### config.mk
export PLATFORM = sky130hd
export DESIGN_NAME = sdiv_symmetric
export DESIGN_NICKNAME = d
export VERILOG_FILES = /design/src/rtl/sdiv_pkg.sv /design/src/rtl/sdiv_counter.sv /design/src/rtl/sdiv_rise_stage.sv /design/src/rtl/sdiv_fall_stage.sv /design/src/rtl/sdiv_symmetric.sv
export SDC_FILE = /design/constraint.sdc
export NUM_CORES = 1
export LEC_CHECK = 0
export ABC_AREA = 1
export BUFFER_PORTS_ARGS = -buffer_cell sky130_fd_sc_hd__buf_4
export CORE_MARGIN = 1
export CORE_UTILIZATION = 27
export CTS_BUF_LIST = sky130_fd_sc_hd__clkbuf_4
export DETAILED_ROUTE_END_ITERATION = 10
export GPL_TIMING_DRIVEN = 0
export PLACE_DENSITY_LB_ADDON = 0.05
export SLEW_MARGIN = 0
export SYNTH_ARGS = -nofsm -noshare
export SYNTH_HDL_FRONTEND = slang
export SYNTH_SLANG_ARGS = --single-unit
### constraint.sdc
create_clock -name clk_ref -period 1.7 [get_ports clk_ref]
set_input_delay 0.34 -clock clk_ref [delete_from_list [all_inputs] [get_ports clk_ref]]
set_output_delay 0.34 -clock clk_ref [all_outputs]
set_load 0.1 [all_outputs]
### src/rtl/sdiv_pkg.sv
`timescale 1ns/1ps
package sdiv_pkg;

  // Count value whose entry toggles the rising-edge register.
  function automatic int hi_tap(input int ratio);
    return ratio - 1;
  endfunction

  // Count value whose entry arms the falling-edge toggle, half a period later.
  function automatic int lo_tap(input int ratio);
    return (ratio - 3) / 2;
  endfunction

  function automatic bit ratio_ok(input int ratio);
    return (ratio >= 3) && (ratio % 2 == 1);
  endfunction

endpackage

### src/rtl/sdiv_counter.sv
`timescale 1ns/1ps
module sdiv_counter #(
  parameter int RATIO = 5
) (
  input  logic                         clk,
  input  logic                         rst_n,
  input  logic                         en,
  output logic [$clog2(RATIO)-1:0]     cnt,
  output logic                         enter_lo,
  output logic                         enter_hi
);
  localparam int W = $clog2(RATIO);
  localparam logic [W-1:0] LAST = W'(RATIO - 1);
  localparam logic [W-1:0] LO_V = W'(sdiv_pkg::lo_tap(RATIO));
  localparam logic [W-1:0] HI_V = W'(sdiv_pkg::hi_tap(RATIO));

  logic [W-1:0] nxt;

  always_comb begin
    if (cnt == LAST) nxt = '0;
    else             nxt = cnt + W'(1);
  end

  always_ff @(posedge clk) begin
    if (!rst_n)  cnt <= '0;
    else if (en) cnt <= nxt;
  end

  assign enter_lo = en && (nxt == LO_V);
  assign enter_hi = en && (nxt == HI_V);

  // the count wraps to zero after its last state
  assert_wrap_R1: assert property (@(posedge clk) disable iff (!rst_n)
    (en && cnt == LAST) |=> (cnt == '0));

  // a stalled counter keeps its value
  assert_hold_R6: assert property (@(posedge clk) disable iff (!rst_n)
    !en |=> $stable(cnt));
endmodule

### src/rtl/sdiv_rise_stage.sv
`timescale 1ns/1ps
module sdiv_rise_stage (
  input  logic clk,
  input  logic rst_n,
  input  logic enter_lo,
  input  logic enter_hi,
  output logic tog_r,
  output logic hi_flag,
  output logic arm_lo
);
  always_ff @(posedge clk) begin
    if (!rst_n) begin
      tog_r   <= 1'b0;
      hi_flag <= 1'b0;
      arm_lo  <= 1'b0;
    end else begin
      tog_r   <= tog_r ^ enter_hi;
      hi_flag <= enter_hi;
      arm_lo  <= enter_lo;
    end
  end

  // the rising-edge register only moves on entry into the top count
  assert_rise_tog_R4: assert property (@(posedge clk) disable iff (!rst_n)
    !enter_hi |=> $stable(tog_r));

  // the top-count event never lasts beyond one reference period
  assert_hi_pulse_R7: assert property (@(posedge clk) disable iff (!rst_n)
    hi_flag |=> !hi_flag);
endmodule

### src/rtl/sdiv_fall_stage.sv
`timescale 1ns/1ps
module sdiv_fall_stage (
  input  logic clk,
  input  logic rst_n,
  input  logic arm_lo,
  output logic tog_f,
  output logic lo_q
);
  always_ff @(negedge clk) begin
    if (!rst_n) begin
      tog_f <= 1'b0;
      lo_q  <= 1'b0;
    end else begin
      tog_f <= tog_f ^ arm_lo;
      lo_q  <= arm_lo;
    end
  end

  // the falling-edge register toggles only half a period after arming
  assert_fall_tog_R3: assert property (@(negedge clk) disable iff (!rst_n)
    !arm_lo |=> $stable(tog_f));

  // each arming gives exactly one falling-edge toggle, even when stalled
  assert_single_fire_R6: assert property (@(negedge clk) disable iff (!rst_n)
    lo_q |=> !lo_q);
endmodule

### src/rtl/sdiv_symmetric.sv
`timescale 1ns/1ps
module sdiv_symmetric #(
  parameter int RATIO = 5
) (
  input  logic clk_ref,
  input  logic rst_n,
  input  logic en,
  output logic clk_div,
  output logic dbl_evt
);
  localparam int W = $clog2(RATIO);

  if (!sdiv_pkg::ratio_ok(RATIO)) begin : g_bad_ratio
    $error("sdiv_symmetric: RATIO must be odd and at least 3");
  end

  logic [W-1:0] cnt;
  logic         enter_lo, enter_hi;
  logic         tog_r, hi_flag, arm_lo;
  logic         tog_f, lo_q;

  sdiv_counter #(.RATIO(RATIO)) u_cnt (
    .clk      (clk_ref),
    .rst_n    (rst_n),
    .en       (en),
    .cnt      (cnt),
    .enter_lo (enter_lo),
    .enter_hi (enter_hi)
  );

  sdiv_rise_stage u_rise (
    .clk      (clk_ref),
    .rst_n    (rst_n),
    .enter_lo (enter_lo),
    .enter_hi (enter_hi),
    .tog_r    (tog_r),
    .hi_flag  (hi_flag),
    .arm_lo   (arm_lo)
  );

  sdiv_fall_stage u_fall (
    .clk    (clk_ref),
    .rst_n  (rst_n),
    .arm_lo (arm_lo),
    .tog_f  (tog_f),
    .lo_q   (lo_q)
  );

  assign clk_div = tog_r ^ tog_f;
  assign dbl_evt = hi_flag | lo_q;

  // the two merged decodes never overlap
  assert_evt_excl_R7: assert property (@(posedge clk_ref) disable iff (!rst_n)
    $onehot0({hi_flag, lo_q}));

  // the count never leaves its modulo range
  assert_cnt_range_R1: assert property (@(posedge clk_ref) disable iff (!rst_n)
    cnt <= W'(RATIO - 1));
endmodule

* Word-level counts from Yosys, hierarchy flattened
Index checks and enable logic that the tools add are counted.
** Word-level totals
- Bits of input ports :: 3
- Register bits after elaboration :: 8
- Word-level logic and storage cells :: 17
** Cells by class
- Mux-type cells :: 1
- Bitwise operators :: 4
- Add/sub/neg operators :: 1
- Equal/unequal tests :: 3
- Reduce and logical (&&, ||, !) cells :: 2
** Operator list (count)
- 3-bit equality test, second input constant :: 2
- 3-bit by 1-bit adder with 3-bit output, second input constant :: 1
- 3-bit by 1-bit equality test with 1-bit output, second input constant :: 1
- 3-bit two-way mux :: 1
- 1-bit XOR :: 3
- 1-bit logical AND :: 2
- 1-bit OR :: 1

* Depth between registers and ports, before layout
- Word-level depth :: 5
- Depth in mapped cells :: 8
- Depth with buffers taken out :: 8

* By module
A second synthesis with hierarchy kept.
** Unflattened totals
- Cells, all modules :: 55
- Area, all modules :: 404.1 um^2
** By module, submodules not included
- sdiv_counter :: area an instance 220.2 um^2, instances 1, cells an instance 29
- sdiv_rise_stage :: area an instance 91.3 um^2, instances 1, cells an instance 11
- sdiv_fall_stage :: area an instance 67.6 um^2, instances 1, cells an instance 9
- sdiv_symmetric :: area an instance 25.0 um^2, instances 1, cells an instance 6

==> impl_metrics.xml <==
<?xml version="1.0" encoding="UTF-8"?>
<metrics>
  <group name="run_status">
    <metric name="status" unit="">finished with violations</metric>
    <metric name="violations" unit="">negative setup slack</metric>
  </group>
  <group name="yosys">
    <metric name="post_synth_inst_count" unit="">46</metric>
    <metric name="synth_top_cell_area_share" unit="%">44.6</metric>
    <metric name="netlist.top_cell.by_area" unit="">sky130_fd_sc_hd__dfxtp_1</metric>
    <metric name="cell_types_occupying_the_most_area_after_synthesis" unit="">sky130_fd_sc_hd__dfxtp_1 (45%), sky130_fd_sc_hd__nand2_1 (8.4%), sky130_fd_sc_hd__inv_1 (7.3%)</metric>
    <metric name="yosysSeqAreaShare" unit="%">44.6</metric>
    <metric name="mappedNetlistArea" unit="um^2">359</metric>
    <metric name="postSynthNetCount" unit="">51</metric>
    <metric name="syn-mean-instance-area" unit="um^2">7.81</metric>
    <metric name="yosysUniqueCellTypes" unit="">15</metric>
    <metric name="synth.ff_latch_count" unit="">8</metric>
    <metric name="yosys_warnings" unit="">0</metric>
  </group>
  <group name="setup_path">
    <metric name="cp-end-kind" unit="">output pin</metric>
    <metric name="timing.critical_path.arrival" unit="ns">1.89</metric>
    <metric name="max_stage_delay" unit="ns">0.37</metric>
    <metric name="cp-start-kind" unit="">flop</metric>
    <metric name="timing.critical_path.required" unit="ns">1.36</metric>
    <metric name="worstPathCellList" unit="">xor2_4, buf_12</metric>
    <metric name="crit_path_max_fanout" unit="">3</metric>
    <metric name="crit_path_top_delay_cell" unit="">sky130_fd_sc_hd__dfxtp_4</metric>
    <metric name="setup.worst_path.class" unit="">flop to output pin</metric>
  </group>
  <group name="cts">
    <metric name="clk_pin_slew_worst_paths" unit="ns">0.06</metric>
    <metric name="clock_latency_on_the_worst_skew_pair" unit="ns">0.32</metric>
    <metric name="clockRootBuffer" unit="">sky130_fd_sc_hd__clkbuf_4</metric>
    <metric name="cts_tree" unit="">yes</metric>
    <metric name="cts_setup_buffers" unit="">0</metric>
    <metric name="numCtsBuffers" unit="">3</metric>
    <metric name="cts-hold-fix-buffers" unit="">0</metric>
    <metric name="cts.path.max_buffers" unit="">2</metric>
    <metric name="clock_sink_count" unit="">8</metric>
    <metric name="h-tree-depth" unit="">1</metric>
  </group>
  <group name="power">
    <metric name="max-vdd-ir-drop" unit="mV">0.457</metric>
    <metric name="power.density_cell_area" unit="nW/um^2">1000</metric>
    <metric name="power.static_leakage" unit="nW">0.220</metric>
    <metric name="pwr-share-comb" unit="%">17.4</metric>
    <metric name="sequentialPowerShare" unit="%">41.7</metric>
    <metric name="net-switching-power" unit="W">0.000149</metric>
    <metric name="cellInternalPower" unit="W">0.000343</metric>
    <metric name="power.share.switching" unit="%">30.3</metric>
    <metric name="clkPwrFrac" unit="%">40.9</metric>
  </group>
  <group name="floorplanning">
    <metric name="floorplan.initialDensity" unit="%">30.7</metric>
    <metric name="count_of_pins_on_the_block_boundary" unit="">5</metric>
    <metric name="die_width" unit="um">38.5</metric>
    <metric name="floorplan.die_area" unit="um^2">1480</metric>
    <metric name="die-height" unit="um">38.5</metric>
    <metric name="placementRows" unit="">12</metric>
    <metric name="placeableCoreArea" unit="um^2">1170</metric>
  </group>
  <group name="route">
    <metric name="route.vias.total" unit="">300</metric>
    <metric name="post_drt_via_cell_ratio" unit="">4.35</metric>
    <metric name="drtPass1Iterations" unit="">4</metric>
    <metric name="drt-initial-drc-count" unit="">9</metric>
    <metric name="ant_nets" unit="">0</metric>
    <metric name="routedWlPerCell" unit="um">9.39</metric>
    <metric name="route.detailed.drc" unit="">0</metric>
    <metric name="postRouteWirelength" unit="um">648</metric>
  </group>
  <group name="grt">
    <metric name="grt_antenna_before_repair" unit="">0</metric>
    <metric name="grt_usage" unit="%">12.0</metric>
    <metric name="grt_start_max_net_pins" unit="">9</metric>
    <metric name="first_pass_grt_wire_length" unit="um">1120</metric>
    <metric name="grt_overflow" unit="">0</metric>
    <metric name="number_of_global_route_vias_before_repair" unit="">286</metric>
  </group>
  <group name="timing">
    <metric name="slew_headroom" unit="%">84.4</metric>
    <metric name="finalSetupTns" unit="ns">-1.03</metric>
    <metric name="timing.clock.skew" unit="ns">0.0587</metric>
    <metric name="slew_violations" unit="">0</metric>
    <metric name="worst_pin_slew" unit="ns">0.234</metric>
    <metric name="layout_setup_ws" unit="ns">-0.529</metric>
    <metric name="setup_viol_count_final" unit="">2</metric>
    <metric name="grt_setup_unrepaired" unit="">yes</metric>
    <metric name="fin_worst_hold_slack" unit="ns">0.362</metric>
    <metric name="final_hold_viol_count" unit="">0</metric>
  </group>
  <group name="cells_and_area">
    <metric name="num-fill-cells" unit="">127</metric>
    <metric name="multi_input_area" unit="um^2">194</metric>
    <metric name="fin_nets" unit="">61</metric>
    <metric name="layoutNonFillerInstCount" unit="">69</metric>
    <metric name="flow.area_growth_from_synthesis" unit="%">36.6</metric>
    <metric name="final_layout_size_suffix_gt1_share" unit="%">25.5</metric>
    <metric name="area.sequential" unit="um^2">164</metric>
    <metric name="highest_count_cells_in_the_layout_ignoring_fill_and_taps" unit="">sky130_fd_sc_hd__nand2_1 (8), sky130_fd_sc_hd__inv_1 (8), sky130_fd_sc_hd__dfxtp_1 (7)</metric>
    <metric name="postLayoutCoreUtil" unit="%">41.9</metric>
    <metric name="antenna_cells_inserted" unit="">0</metric>
  </group>
  <group name="placement">
    <metric name="port_buffers" unit="">4</metric>
    <metric name="detailed_place_hpwl" unit="um">455</metric>
    <metric name="post-place-ws" unit="ns">-0.279</metric>
    <metric name="gpl.final_weighted_congestion" unit="">0.734</metric>
    <metric name="dpl.cell_count" unit="">64</metric>
  </group>
  <group name="job">
    <metric name="drv.max_cap_violation_count" unit="">0</metric>
  </group>
  <group name="worst_hold_path">
    <metric name="min-delay-path-class" unit="">input port to flop</metric>
  </group>
</metrics>
-- area by class of cell --
class / count / area share (%)
flip-flops and latches: 8 / 33.4
clock buffers: 4 / 6.12
well taps: 14 / 3.57
clock inverters: 2 / 1.53
inverters: 6 / 4.59
multi-input cells: 31 / 39.5
repair buffers: 4 / 11.2
-- what timing repair did --
| action | in CTS | in global routing |
|---|---|---|
| hold endpoints to repair | 0 | 0 |
| resized for setup | 6 | 0 |
| setup endpoints to repair | 2 | 2 |
-- routing by layer --
metal | share of wire [%] | global-route usage [%] | vias to the layer above | routed length, um
met3 | 4.8 | 5.23 | 4 | 31
met1 | 50 | 14.5 | 121 | 323
met4 | 3.7 | 10.3 | 0 | 24
met5 | 0 | 0 | - | 0
li1 | - | - | 170 | -
met2 | 41 | 15.7 | 5 | 268
-- power by group through the flow --
stage | combinational, W | sequential [W] | clock, W
6_report | 0.0000859 | 0.000205 | 0.000201
5_1_grt | 0.0000937 | 0.000207 | 0.000219
4_1_cts | 0.0000858 | 0.000206 | 0.000205
3_5_place_dp | 0.0000752 | 0.000209 | 0.0000110
3_3_place_gp | 0.0000746 | 0.000209 | 0.0000110
2_1_floorplan | 0.0000586 | 0.000208 | 0.0000110
-- flip-flops by register name, summed over array words and instances (netlist names) --
name and cells:
u_fall.lo_q 1, u_fall.tog_f 1, u_rise.tog_r 1, u_cnt.cnt 3
u_rise.arm_lo 1, u_rise.hi_flag 1
-- worst paths after layout --
kind	from	end	slack, ns	cells past startpoint
setup / recovery	u_fall.tog_f	clk_div	-0.53	2
hold / removal	rst_n	u_rise.tog_r	0.36	3
setup reg to reg	u_rise.arm_lo	u_fall.tog_f	0.27	2
hold reg to reg	u_fall.tog_f	u_fall.tog_f	0.47	1
-- cell usage after synthesis --
library cell,count
sky130_fd_sc_hd__ha_1,2
sky130_fd_sc_hd__inv_1,7
sky130_fd_sc_hd__a21oi_1,1
sky130_fd_sc_hd__xor2_1,1
sky130_fd_sc_hd__nor2_1,4
sky130_fd_sc_hd__nand4_1,3
sky130_fd_sc_hd__nand2_2,2
sky130_fd_sc_hd__nand3_1,2
sky130_fd_sc_hd__o21ai_2,1
sky130_fd_sc_hd__nand2_1,8
sky130_fd_sc_hd__o21ai_0,4
sky130_fd_sc_hd__nor3b_1,1
sky130_fd_sc_hd__nor3_1,1
sky130_fd_sc_hd__or2_2,1
sky130_fd_sc_hd__dfxtp_1,8
-- worst max-delay path: cells and delay by family (launching register included) --
family	cells	cell delay, ns
flip-flops	1	0.37
buffers and inverters	1	0.19
XOR/XNOR	1	0.17
-- through the flow --
stage / area, um^2 / power [W]
after floorplan: 384 / 0.000277
after CTS: 490 / 0.000497
final: 490 / 0.000493
after detailed placement: 432 / 0.000296
after global placement: 432 / 0.000295
after global routing: 490 / 0.000519
-- cell families after synthesis --
logic type / synth area share [%]
fa+ha+maj: 6.97
buf+inv: 7.32
simple gates: 29.3
compound gates: 9.41
xor+xnor: 2.44
flops: 44.6
Note: power is estimated with default switching activity, not from simulation.
